==> config.mk <==
export PLATFORM = sky130hd
export DESIGN_NAME = adc_frame_reader
export DESIGN_NICKNAME = d
export VERILOG_FILES = /design/src/rtl/adc_fr_pkg.sv /design/src/rtl/adc_fr_halfclk.sv /design/src/rtl/adc_fr_rate.sv /design/src/rtl/adc_fr_shift.sv /design/src/rtl/adc_frame_reader.sv
export SDC_FILE = /design/constraint.sdc
export NUM_CORES = 1
export LEC_CHECK = 0
export ABC_CLOCK_PERIOD_IN_PS = 2950
export BUFFER_PORTS_ARGS = -buffer_cell sky130_fd_sc_hd__buf_2
export CAP_MARGIN = 10
export CORE_MARGIN = 2
export CORE_UTILIZATION = 54
export DETAILED_ROUTE_END_ITERATION = 10
export PLACE_DENSITY = 0.78
export SYNTH_ARGS = -nofsm -noshare
export SYNTH_HDL_FRONTEND = slang
export SYNTH_SLANG_ARGS = --single-unit
==> constraint.sdc <==
create_clock -name clk -period 2.95 [get_ports clk]
set_clock_uncertainty 0.05 [all_clocks]
set_input_delay 0.59 -clock clk [delete_from_list [all_inputs] [get_ports clk]]
set_output_delay 0.59 -clock clk [all_outputs]
set_load 0.01 [all_outputs]
==> src/rtl/adc_fr_pkg.sv <==
package adc_fr_pkg;

    typedef enum logic [2:0] {
        ST_IDLE,
        ST_SETUP,
        ST_SCLK_LO,
        ST_SCLK_HI,
        ST_DONE,
        ST_QUIET
    } fr_state_t;

endpackage

==> src/rtl/adc_fr_halfclk.sv <==
// Half-period timer for the serial clock: tick marks the last system
// clock of each half period while run is high.
module adc_fr_halfclk #(
    parameter int DIV_W = 8
) (
    input  logic             clk,
    input  logic             rst_n,
    input  logic             run,
    input  logic [DIV_W-1:0] half_div,
    output logic             tick
);

    logic [DIV_W-1:0] cnt;
    logic [DIV_W-1:0] limit;

    // a zero divider is treated as one
    assign limit = (half_div == '0) ? '0 : half_div - 1'b1;
    assign tick  = run && (cnt == limit);

    always_ff @(posedge clk or negedge rst_n) begin
        if (!rst_n) begin
            cnt <= '0;
        end else if (!run || tick) begin
            cnt <= '0;
        end else begin
            cnt <= cnt + 1'b1;
        end
    end

endmodule

==> src/rtl/adc_fr_rate.sv <==
// Periodic request generator for continuous conversion.
module adc_fr_rate #(
    parameter int RATE_W = 16
) (
    input  logic              clk,
    input  logic              rst_n,
    input  logic              enable,
    input  logic [RATE_W-1:0] period,
    output logic              tick
);

    logic [RATE_W-1:0] cnt;
    logic [RATE_W-1:0] limit;

    assign limit = (period == '0) ? '0 : period - 1'b1;
    assign tick  = enable && (cnt >= limit);

    always_ff @(posedge clk or negedge rst_n) begin
        if (!rst_n) begin
            cnt <= '0;
        end else if (!enable || tick) begin
            cnt <= '0;
        end else begin
            cnt <= cnt + 1'b1;
        end
    end

endmodule

==> src/rtl/adc_fr_shift.sv <==
// Frame shift register with field extraction for both frame lengths.
module adc_fr_shift #(
    parameter int DATA_W  = 16,
    parameter int LEAD_W  = 4,
    parameter int TRAIL_W = 4
) (
    input  logic              clk,
    input  logic              rst_n,
    input  logic              clear,
    input  logic              sample_en,
    input  logic              sdata,
    input  logic              long_mode,
    output logic [DATA_W-1:0] data_o,
    output logic              err_o
);

    localparam int SHORT_LEN = LEAD_W + DATA_W;
    localparam int LONG_LEN  = SHORT_LEN + TRAIL_W;

    logic [LONG_LEN-1:0] sh;
    logic [LEAD_W-1:0]   lead_s, lead_l;
    logic [DATA_W-1:0]   data_s, data_l;
    logic [TRAIL_W-1:0]  trail_l;

    always_ff @(posedge clk or negedge rst_n) begin
        if (!rst_n) begin
            sh <= '0;
        end else if (clear) begin
            sh <= '0;
        end else if (sample_en) begin
            sh <= {sh[LONG_LEN-2:0], sdata};
        end
    end

    // short frame: the newest SHORT_LEN bits; long frame: all bits
    assign lead_s  = sh[SHORT_LEN-1 -: LEAD_W];
    assign data_s  = sh[DATA_W-1:0];
    assign lead_l  = sh[LONG_LEN-1 -: LEAD_W];
    assign data_l  = sh[TRAIL_W +: DATA_W];
    assign trail_l = sh[TRAIL_W-1:0];

    always_comb begin
        if (long_mode) begin
            data_o = data_l;
            err_o  = (|lead_l) || (|trail_l);
        end else begin
            data_o = data_s;
            err_o  = |lead_s;
        end
    end

endmodule

==> src/rtl/adc_frame_reader.sv <==
module adc_frame_reader #(
    parameter int DATA_W  = 16,
    parameter int LEAD_W  = 4,
    parameter int TRAIL_W = 4,
    parameter int DIV_W   = 8,
    parameter int QUIET_W = 12,
    parameter int RATE_W  = 16
) (
    input  logic               clk,
    input  logic               rst_n,
    input  logic               start_i,
    input  logic               cont_en_i,
    input  logic [RATE_W-1:0]  rate_i,
    input  logic [DIV_W-1:0]   half_div_i,
    input  logic               long_frame_i,
    input  logic [QUIET_W-1:0] quiet_i,
    input  logic               sdata_i,
    output logic               cs_n_o,
    output logic               sclk_o,
    output logic [DATA_W-1:0]  result_o,
    output logic               result_valid_o,
    output logic               frame_err_o
);

    import adc_fr_pkg::*;

    localparam int SHORT_LEN = LEAD_W + DATA_W;
    localparam int LONG_LEN  = SHORT_LEN + TRAIL_W;
    localparam int BCNT_W    = $clog2(LONG_LEN + 1);
    localparam logic [BCNT_W-1:0] SHORT_CNT = BCNT_W'(SHORT_LEN);
    localparam logic [BCNT_W-1:0] LONG_CNT  = BCNT_W'(LONG_LEN);

    fr_state_t          state, nxt;
    logic [DIV_W-1:0]   half_q;
    logic               long_q;
    logic [BCNT_W-1:0]  bcnt;
    logic [QUIET_W-1:0] qcnt;
    logic               pend;
    logic [DATA_W-1:0]  result_q;
    logic               err_q;

    logic               run, tick, rate_tick, take, sample_en, last_bit;
    logic               quiet_done, capture;
    logic [DATA_W-1:0]  sh_data;
    logic               sh_err;

    assign run        = (state == ST_SETUP) || (state == ST_SCLK_LO) || (state == ST_SCLK_HI);
    assign take       = (state == ST_IDLE) && pend;
    assign sample_en  = (state == ST_SCLK_LO) && tick;
    assign last_bit   = (bcnt == (long_q ? LONG_CNT : SHORT_CNT));
    assign capture    = (state == ST_SCLK_HI) && tick && last_bit;
    assign quiet_done = (qcnt >= quiet_i);

    adc_fr_halfclk #(.DIV_W(DIV_W)) u_halfclk (
        .clk      (clk),
        .rst_n    (rst_n),
        .run      (run),
        .half_div (half_q),
        .tick     (tick)
    );

    adc_fr_rate #(.RATE_W(RATE_W)) u_rate (
        .clk    (clk),
        .rst_n  (rst_n),
        .enable (cont_en_i),
        .period (rate_i),
        .tick   (rate_tick)
    );

    adc_fr_shift #(.DATA_W(DATA_W), .LEAD_W(LEAD_W), .TRAIL_W(TRAIL_W)) u_shift (
        .clk       (clk),
        .rst_n     (rst_n),
        .clear     (take),
        .sample_en (sample_en),
        .sdata     (sdata_i),
        .long_mode (long_q),
        .data_o    (sh_data),
        .err_o     (sh_err)
    );

    // state register
    always_ff @(posedge clk or negedge rst_n) begin
        if (!rst_n) begin
            state <= ST_QUIET;
        end else begin
            state <= nxt;
        end
    end

    // next state
    always_comb begin
        nxt = state;
        unique case (state)
            ST_QUIET:   if (quiet_done) nxt = ST_IDLE;
            ST_IDLE:    if (pend)       nxt = ST_SETUP;
            ST_SETUP:   if (tick)       nxt = ST_SCLK_LO;
            ST_SCLK_LO: if (tick)       nxt = ST_SCLK_HI;
            ST_SCLK_HI: if (tick)       nxt = last_bit ? ST_DONE : ST_SCLK_LO;
            ST_DONE:                    nxt = ST_QUIET;
            default:                    nxt = ST_IDLE;
        endcase
    end

    // counters, request memory and result registers
    always_ff @(posedge clk or negedge rst_n) begin
        if (!rst_n) begin
            half_q   <= '0;
            long_q   <= 1'b0;
            bcnt     <= '0;
            qcnt     <= '0;
            pend     <= 1'b0;
            result_q <= '0;
            err_q    <= 1'b0;
        end else begin
            pend <= (pend && !take) || start_i || rate_tick;
            if (take) begin
                half_q <= half_div_i;
                long_q <= long_frame_i;
                bcnt   <= '0;
            end else if (sample_en) begin
                bcnt <= bcnt + 1'b1;
            end
            if (capture) begin
                result_q <= sh_data;
                err_q    <= sh_err;
            end
            if (state == ST_DONE) begin
                qcnt <= '0;
            end else if ((state == ST_QUIET) && !quiet_done) begin
                qcnt <= qcnt + 1'b1;
            end
        end
    end

    // outputs
    always_comb begin
        cs_n_o         = !run;
        sclk_o         = (state != ST_SCLK_LO);
        result_valid_o = (state == ST_DONE);
        result_o       = result_q;
        frame_err_o    = err_q;
    end

endmodule

Word-level counts from Yosys, hierarchy flattened --
Cells that the tools add are included.
Word-level totals: register bits 95
Cells by class: add/sub/neg operators 6, $lt $le $gt $ge 2, equality and inequality tests 13, multiplexer cells 20, reductions and logical operators 28
Operators with widths (number):
- 2-to-1 mux 16 bit | 3
- 2-to-1 mux 24 bit | 2
- 2-to-1 mux 12 bit | 2
- 2-to-1 mux 3 bit | 6
- one-hot mux 3 bit (6 select lines) | 1
- adder 16 x 1 -> 16 bit, second input constant | 1
- greater-or-equal comparator 16 bit | 1
- zero test 16 bit | 1
- 2-to-1 mux 8 bit | 2
- subtractor 16 x 1 -> 16 bit, second input constant | 1
- adder 12 x 1 -> 12 bit, second input constant | 1
- greater-or-equal comparator 12 bit | 1
- OR reduction 4 bit | 3
- 2-to-1 mux 5 bit | 2
- != test 2 bit, second input constant | 5
- adder 8 x 1 -> 8 bit, second input constant | 1
- equality test 8 bit | 1
- logical AND 1 bit | 8
- zero test 8 bit | 1
- subtractor 8 x 1 -> 8 bit, second input constant | 1
- logical OR 1 bit | 7
- equality test 3 x 2 -> 1 bit, second input constant | 2
- equality test 3 bit, second input constant | 2
- adder 5 x 1 -> 5 bit, second input constant | 1
- 9 further kinds | 13

Depth between registers and ports, before layout --
Gate-level depths: netlist of the first run.
depth in word-level cells 7, mapped depth 16

Hierarchy --
From an unflattened synthesis of the first run, not the netlist that was laid out.
Second synthesis, totals: cells, all modules 607, area total of the unflattened synthesis 6206.0 um^2
Modules (own cells, without submodules):
- adc_frame_reader | instances 1, cells each 229, area each 2611.3 um^2, sequential area each 1178.6 um^2
- adc_fr_rate | instances 1, cells each 179, area each 1590.3 um^2, sequential area each 400.4 um^2
- adc_fr_shift | instances 1, cells each 101, area each 1188.6 um^2, sequential area each 600.6 um^2
- adc_fr_halfclk | instances 1, cells each 98, area each 815.8 um^2, sequential area each 200.2 um^2

Worst setup path after synthesis of the first run --
No wires, ideal clock.
path type input -> register, start in rate_i[9], end reg u_rate.cnt[10], arrival time 3.400 ns, path slack -0.632 ns, cell stages on the path 15, path through or3_1 > nor3_1 > nand2b_1 > nor3_1 > nand4b_1 > and2_1 > ha_1 > nand2b_1 > a21o_1 > a21oi_1 > o211ai_1 > a31oi_1 > o211ai_1 > clkbuf_1 > nor2_1
On the way: cells in the longest elaborated chain, start to end 6, elaborated cells on any way between the ends 7
RTL lines:
- start: declaration | line adc_frame_reader.sv:13 | input logic [RATE_W-1:0] rate_i,
- subtractor 16 x 1 -> 16 bit / zero test 16 bit (equally long branches) | line adc_fr_rate.sv:15 | assign limit = (period == '0) ? '0 : period - 1'b1;
- 2-to-1 mux 16 bit (*) | line adc_fr_rate.sv:15
- greater-or-equal comparator 16 bit (*) | line adc_fr_rate.sv:16 | assign tick = enable && (cnt >= limit);
- logical AND 1 bit (*) | line adc_fr_rate.sv:16
- logical OR 1 bit (*) | line adc_fr_rate.sv:21 | end else if (!enable || tick) begin
- 2-to-1 mux 16 bit (*) | line adc_fr_rate.sv:21
- end signal: assignment | line adc_fr_rate.sv:24 | cnt <= cnt + 1'b1;
- end: declaration | line adc_fr_rate.sv:12 | logic [RATE_W-1:0] cnt;
Mark *: on every way between the ends. The rest lies on a longest branch, timed or not. A chain may end at the register's enable or synchronous reset.

Final worst setup path of the first run --
start in rate_i[9], end reg pend
On the way: cells in the longest elaborated chain, start to end 5, elaborated cells on any way between the ends 6
RTL lines:
- subtractor 16 x 1 -> 16 bit / zero test 16 bit (equally long branches) | line adc_fr_rate.sv:15
- 2-to-1 mux 16 bit (*) | line adc_fr_rate.sv:15
- greater-or-equal comparator 16 bit (*) | line adc_fr_rate.sv:16
- logical AND 1 bit (*) | line adc_fr_rate.sv:16
- logical OR 1 bit (*) | line adc_frame_reader.sv:115 | pend <= (pend && !take) || start_i || rate_tick;
- end signal: assignment | line adc_frame_reader.sv:115
- end: declaration | line adc_frame_reader.sv:38 | logic pend;
Marks and branches as above.

==> results of run 1 <==
## state kept, by name, summed over array words and instances (netlist names), 3 cells and up
register	cells
half_q	8
u_shift.sh	24
result_o	16
bcnt	5
state	3
u_rate.cnt	16
u_halfclk.cnt	8
qcnt	12
## cell type report
type	count	area [µm²]
inverters	26	97.6
well taps	136	170
clock inverters	7	101
repair buffers	101	687
clock buffers	9	124
multi-input cells	441	3340
fillers	811	3470
flip-flops and latches	95	2380
## synthesized netlist by cell type, types with 4 or more instances
cell,count,area [µm²]
sky130_fd_sc_hd__nor2_1,46,173
sky130_fd_sc_hd__ha_1,37,463
sky130_fd_sc_hd__nand2b_1,10,62.6
sky130_fd_sc_hd__a21o_1,4,30.0
sky130_fd_sc_hd__o21ai_0,10,50.1
sky130_fd_sc_hd__nand4_1,12,75.1
sky130_fd_sc_hd__clkbuf_1,14,52.6
sky130_fd_sc_hd__or3_1,4,25.0
sky130_fd_sc_hd__nand3_1,23,115
sky130_fd_sc_hd__mux2i_1,31,310
sky130_fd_sc_hd__dfrtp_1,93,2330
sky130_fd_sc_hd__mux2_4,9,135
sky130_fd_sc_hd__mux2_2,34,383
sky130_fd_sc_hd__nor3b_1,4,30.0
sky130_fd_sc_hd__xor2_1,31,272
sky130_fd_sc_hd__and3_1,12,75.1
sky130_fd_sc_hd__nor2b_1,6,37.5
sky130_fd_sc_hd__nor4_1,4,25.0
sky130_fd_sc_hd__a21oi_1,14,70.1
sky130_fd_sc_hd__xnor2_1,15,131
sky130_fd_sc_hd__inv_1,25,93.8
sky130_fd_sc_hd__nor3_1,21,105
sky130_fd_sc_hd__nand2_1,73,274
## kinds of logic (layout without fill, tap and decap cells)
family	Yosys count	after routing	synth area share (%)
XOR/XNOR	46	46	6.96
adder cells (fa/ha/maj)	37	37	8.00
multiplexers	74	74	14.3
flip-flops	95	95	41.1
AO/OA/AOI/OAI	51	51	6.05
buffers and inverters	45	143	3.76
AND/OR/NAND/NOR	233	233	19.8
## power groups by stage
stage / logic, W / clock network [W] / registers [W]
finish: 0.00120 / 0.000968 / 0.00172
global route: 0.00134 / 0.00105 / 0.00176
CTS: 0.00115 / 0.000994 / 0.00171
detailed placement: 0.00109 / 0 / 0.00174
global placement: 0.00104 / 0 / 0.00173
floorplan: 0.000824 / 0 / 0.00164
## stage by stage
step / setup WS [ns] / util [%] / TNS, ns
6_report: -0.124 / 66.6 / -1.64
5_1_grt: -0.285 / 66.6 / -4.59
4_1_cts: -0.0519 / 65.2 / -0.0519
3_5_place_dp: -0.522 / 62.6 / -8.34
3_3_place_gp: -0.431 / 62.6 / -5.64
2_1_floorplan: -0.387 / - / -5.33
## worst max-delay path: stages
cell and delay [ns]:
sky130_fd_sc_hd__buf_6 0.09, sky130_fd_sc_hd__or3_4 0.40, sky130_fd_sc_hd__nor3_4 0.13, sky130_fd_sc_hd__nand2b_1 0.12, sky130_fd_sc_hd__nor3_2 0.15, sky130_fd_sc_hd__nand4b_1 0.12, sky130_fd_sc_hd__buf_4 0.20, sky130_fd_sc_hd__nand2_1 0.07
sky130_fd_sc_hd__ha_1 0.24, sky130_fd_sc_hd__a21oi_1 0.15, sky130_fd_sc_hd__nor2b_1 0.07, sky130_fd_sc_hd__o211ai_1 0.16, sky130_fd_sc_hd__nand3_1 0.10, sky130_fd_sc_hd__a31oi_1 0.21, sky130_fd_sc_hd__o21ai_1 0.11, sky130_fd_sc_hd__a221o_1 0.35
## how the worst max path moves through the flow
| stage | from | end | depth (start not counted) |
|---|---|---|---|
| after floorplan | rate_i[9] | u_rate.cnt[9] | 15 |
| after global placement | rate_i[9] | pend | 15 |
| after detailed placement | rate_i[9] | pend | 15 |
| after CTS | rate_i[9] | pend | 15 |
| after global routing | rate_i[9] | u_rate.cnt[13] | 16 |
| final | rate_i[9] | pend | 16 |
## metal layers
layer,wire (µm),vias up
met4,187,0
met1,5450,2218
met5,0,-
met3,361,18
met2,6120,79
li1,-,2229
## timing repair
action / 4_1_cts / 5_1_grt
setup buffers: 2 / 2
cloned: 0 / 1
gates resized for setup: 9 / 33
endpoints found under the setup margin: 50 / 61
pin swaps: 3 / 11
==> metrics.json, run 1 <==
{
  "crit_path_max_fanout": 15,
  "tritoncts_clock_tree": "done",
  "power_density_nw_per_um2": 564,
  "grt_setup_unrepaired": "yes",
  "synth_sequential_area_ratio_pct": 41.1,
  "floorplan.initialDensity_pct": 55.8,
  "drtAntennaViolNets": 0,
  "antenna_found_initial": 0,
  "port-buffer-count": 61,
  "fin_cells": 815,
  "core_area_um2": 10400,
  "synthesis.area_um2": 5790,
  "tritoncts.num_buffers": 9,
  "p_int_w": 0.00254,
  "yosys.cell_types.count": 54,
  "worst-endpoint-arrival_ns": 3.27,
  "dpl.hpwl_mm": 8.69,
  "yosys_most_used_dff": "sky130_fd_sc_hd__dfrtp_1",
  "first_global_vias": 4681,
  "floorplan.io_pins": 62,
  "worst-slew-pin-transition_ns": 0.582,
  "power_w": 0.00389,
  "vias_per_inst": 5.58,
  "drive_above_1_share_pct": 28.9,
  "die-height_um": 108,
  "slew_violations": 0,
  "global_route.peak_usage_layer": "met2",
  "layout.cells.most_common": "sky130_fd_sc_hd__dfrtp_1",
  "comb_power_share_pct": 30.9,
  "total_leakage_power_nw": 3.40,
  "num_antenna_cells": 0,
  "final.hold.worst_slack_ns": 0.127,
  "die_area_um2": 11600,
  "path_clk_slew_ns": 0.10,
  "overflow": 0,
  "die_w_um": 108,
  "cts_root_buf": "sky130_fd_sc_hd__clkbuf_8",
  "clock_insertion_delay_worst_skew_ns": 0.37,
  "drt_drc_violations_left": 0,
  "setup.reg_to_reg.worst_slack_ns": 0.04,
  "global_route.usage.met2_pct": 37.6,
  "mappedNetlistNets": 660,
  "timing.final.ws_setup_ns": -0.124,
  "finish.instance_area_um2": 6900,
  "hold_buffers": 0,
  "postSynthRegisterBits": 95,
  "crit_type": "primary input to flip-flop",
  "clkSinkCount": 95,
  "maximum_number_of_pins_on_one_net_before_global_route_repair": 59,
  "drt-pass1-iter-count": 4,
  "first_pass_grt_wire_length_mm": 20.8,
  "reg2reg_to": "result_o[11]",
  "area_growth_syn_to_layout_pct": 19.2,
  "rr_worst_depth": 9,
  "critPathLaunchType": "primary input",
  "final_hold_viol_count": 0,
  "nNetsFinal": 753,
  "routedWlPerCell_um": 14.9,
  "cts-htree-levels": 3,
  "grt_util_met3_pct": 4.42,
  "final-setup-viol-count": 17,
  "drt-total-wl_mm": 12.1,
  "synth-async-reset-ratio_pct": 100,
  "hp-class": "primary input to asynchronous set/reset pin",
  "num_rows": 37,
  "ctsLongestPathBuffers": 2,
  "crit_path_end_kind": "flip-flop",
  "synth_edf_count": 0,
  "post-place-cells": 794,
  "finalWeightedCongestion": 0.851,
  "max_clock_freq_ghz": 0.325,
  "worst_ep_required_time_ns": 3.15,
  "detailroute.via_count": 4544,
  "final_cycle_utilization_of_the_critical_path_pct": 104,
  "synthesis.instances": 581,
  "yosysWarningCount": 0,
  "grtUsageTotal_pct": 22.3,
  "min_period_ns": 3.07,
  "groute.layer.met1.usage_pct": 28.4,
  "max_cap_violations": 0,
  "sequentialPowerShare_pct": 44.3,
  "power.net_switching_w": 0.00135,
  "synth_area_per_cell_um2": 9.96,
  "clock_power_share_pct": 24.9,
  "post_placement_cell_area_um2": 6490,
  "r2r_start": "half_q[0]",
  "run_status": "complete, but fails checks",
  "relSlewSlack_pct": 61.1,
  "worst_ir_drop_on_vdd_mv": 0.309,
  "drt_first_iter_violations": 202,
  "violations": "negative setup slack",
  "layout_common_cells": "sky130_fd_sc_hd__dfrtp_1 (92), sky130_fd_sc_hd__nand2_1 (73), sky130_fd_sc_hd__buf_2 (58)",
  "power.switching_fraction_pct": 34.7
}
(Power assumes the default switching activity.)
==> run 2: changes to the inputs <==
--- a/config.mk
+++ b/config.mk
@@ -10,6 +10,7 @@
 export CAP_MARGIN = 10
 export CORE_MARGIN = 2
 export CORE_UTILIZATION = 54
+export CTS_BUF_LIST = sky130_fd_sc_hd__clkbuf_16
 export DETAILED_ROUTE_END_ITERATION = 10
 export PLACE_DENSITY = 0.78
 export SYNTH_ARGS = -nofsm -noshare
==> run 2 against run 1 <==
Compared with the run above: the run still ends with negative setup slack left; cell area grew 1.3%; via count grew 0.68%; sequential power is essentially flat; combinational power is essentially flat.
==> metrics.json, run 2 (same netlist as run 1, synthesis figures left out) <==
{
  "clock_insertion_delay_worst_skew_ns": 0.34,
  "first_global_vias": 4786,
  "min_period_ns": 3.08,
  "max_clock_freq_ghz": 0.324,
  "drt-total-wl_mm": 12.4,
  "worst_ep_required_time_ns": 3.12,
  "area_growth_syn_to_layout_pct": 20.7,
  "setup.reg_to_reg.worst_slack_ns": 0.05,
  "power_density_nw_per_um2": 602,
  "reg2reg_to": "result_o[0]",
  "drive_above_1_share_pct": 27.4,
  "detailroute.via_count": 4575,
  "layout.cells.most_common": "sky130_fd_sc_hd__dfrtp_1",
  "max_cap_violations": 0,
  "relSlewSlack_pct": 60.6,
  "largest_register_ffs": 24,
  "final.setup.tns_ns": -1.97,
  "num_antenna_cells": 0,
  "tritoncts.num_buffers": 9,
  "dpl.hpwl_mm": 8.69,
  "run_status": "complete, but fails checks",
  "post-place-cells": 794,
  "crit_path_end_kind": "flip-flop",
  "die_area_um2": 11600,
  "first_pass_grt_wire_length_mm": 21.4,
  "tritoncts_clock_tree": "done",
  "crit_type": "primary input to flip-flop",
  "drtAntennaViolNets": 0,
  "power_w": 0.00421,
  "drt_first_iter_violations": 227,
  "vias_per_inst": 5.61,
  "grt_setup_unrepaired": "yes",
  "core_area_um2": 10400,
  "final.hold.worst_slack_ns": 0.155,
  "hp-class": "primary input to asynchronous set/reset pin",
  "drt-pass1-iter-count": 6,
  "port-buffer-count": 61,
  "grtUsageTotal_pct": 22.9,
  "largest_register": "u_shift.sh",
  "cts-htree-levels": 3,
  "final_cycle_utilization_of_the_critical_path_pct": 104,
  "cts_root_buf": "sky130_fd_sc_hd__clkbuf_16",
  "total_leakage_power_nw": 3.46,
  "ctsLongestPathBuffers": 2,
  "num_rows": 37,
  "maximum_number_of_pins_on_one_net_before_global_route_repair": 59,
  "dp_worst_setup_slack_ns": -0.522,
  "clkSinkCount": 95,
  "critPathLaunchType": "primary input",
  "fin_cells": 816,
  "timing.final.ws_setup_ns": -0.133,
  "drt_drc_violations_left": 0,
  "floorplan.initialDensity_pct": 55.8,
  "crit_path_max_fanout": 15,
  "overflow": 0,
  "finalWeightedCongestion": 0.851,
  "nNetsFinal": 754,
  "setup.worst_path.end": "pend",
  "final-setup-viol-count": 17,
  "worst-endpoint-arrival_ns": 3.25,
  "die-height_um": 108,
  "antenna_found_initial": 0,
  "worstSetupStartpoint": "rate_i[9]",
  "worst_ir_drop_on_vdd_mv": 0.344,
  "floorplan.io_pins": 62,
  "layout_common_cells": "sky130_fd_sc_hd__dfrtp_1 (92), sky130_fd_sc_hd__nand2_1 (73), sky130_fd_sc_hd__buf_2 (58)",
  "violations": "negative setup slack",
  "worst-slew-pin-transition_ns": 0.590,
  "rr_worst_depth": 9,
  "die_w_um": 108,
  "routedWlPerCell_um": 15.1,
  "r2r_start": "half_q[0]",
  "fillerInstances": 791,
  "slew_violations": 0,
  "final_hold_viol_count": 0,
  "hold_buffers": 0,
  "path_clk_slew_ns": 0.07
}
run 2: changes by cell type in the layout (fill, tap and decap cells not counted), moves of 4 or more:
cell / previous run / this run
sky130_fd_sc_hd__nor2_1: 32 / 45
sky130_fd_sc_hd__clkbuf_8: 9 / 0
sky130_fd_sc_hd__clkbuf_16: 0 / 9
sky130_fd_sc_hd__nor2_4: 4 / 0
sky130_fd_sc_hd__nor2_2: 10 / 1
run 2: metal layers:
metal / track usage [%] / vias up / part of all wire [%]
met5: 0 / - / 0
met4: 8.61 / 0 / 1.8
met3: 4.36 / 22 / 3.8
met2: 39.4 / 85 / 51
met1: 28.6 / 2244 / 43
li1: - / 2224 / -
run 2: area by class of cell:
| class | count | area (µm²) | share of cell area (%) |
|---|---|---|---|
| inverter | 26 | 97.6 | 1.40 |
| clock buffer | 9 | 225 | 3.22 |
| sequential | 95 | 2380 | 34.1 |
| timing repair buffer | 102 | 714 | 10.2 |
| tap | 136 | 170 | 2.43 |
| clock inverter | 7 | 101 | 1.45 |
| multi-input combinational | 441 | 3300 | 47.2 |
run 2: worst min-delay path by stage:
stage,start,to,slack [ns],cells after the start
3_3_place_gp,result_o[5],result_o[5],0.44,1
5_1_grt,rst_n,qcnt[6],0.19,1
6_report,rst_n,qcnt[4],0.15,1
3_5_place_dp,result_o[8],result_o[8],0.44,1
4_1_cts,rst_n,qcnt[4],0.18,1
2_1_floorplan,rst_n,bcnt[0],0.24,0
run 2: where the power goes:
part	switching [W]	internal (W)	leakage, nW
sequential	0.000264	0.00146	1.27
combinational	0.000617	0.000590	2.04
clock	0.000520	0.000753	0.158
run 2: stage by stage:
stage | util, % | area [µm²]
global placement | 62.6 | 6490
detailed placement | 62.6 | 6490
global route | 67.4 | 6990
CTS | 66.7 | 6910
floorplan | - | 5810
finish | 67.4 | 6990
run 2: repair_timing:
action                                  4_1_cts  5_1_grt
gates resized for setup                      13       14
setup buffers                                 3        2
pin swaps                                     4        2
cloned                                        1        0
endpoints found under the setup margin       43       67
run 2: worst max-delay path, cell delays in order:
cell,delay [ns]
sky130_fd_sc_hd__buf_6,0.09
sky130_fd_sc_hd__or3_4,0.39
sky130_fd_sc_hd__nor3_4,0.14
sky130_fd_sc_hd__nand2b_1,0.12
sky130_fd_sc_hd__nor3_2,0.14
sky130_fd_sc_hd__nand4b_1,0.12
sky130_fd_sc_hd__buf_4,0.20
sky130_fd_sc_hd__nand2_1,0.07
sky130_fd_sc_hd__ha_1,0.24
sky130_fd_sc_hd__a21oi_1,0.15
sky130_fd_sc_hd__nor2b_1,0.07
sky130_fd_sc_hd__o211ai_1,0.16
sky130_fd_sc_hd__nand3_1,0.10
sky130_fd_sc_hd__a31oi_1,0.21
sky130_fd_sc_hd__o21ai_1,0.11
sky130_fd_sc_hd__a221o_1,0.36
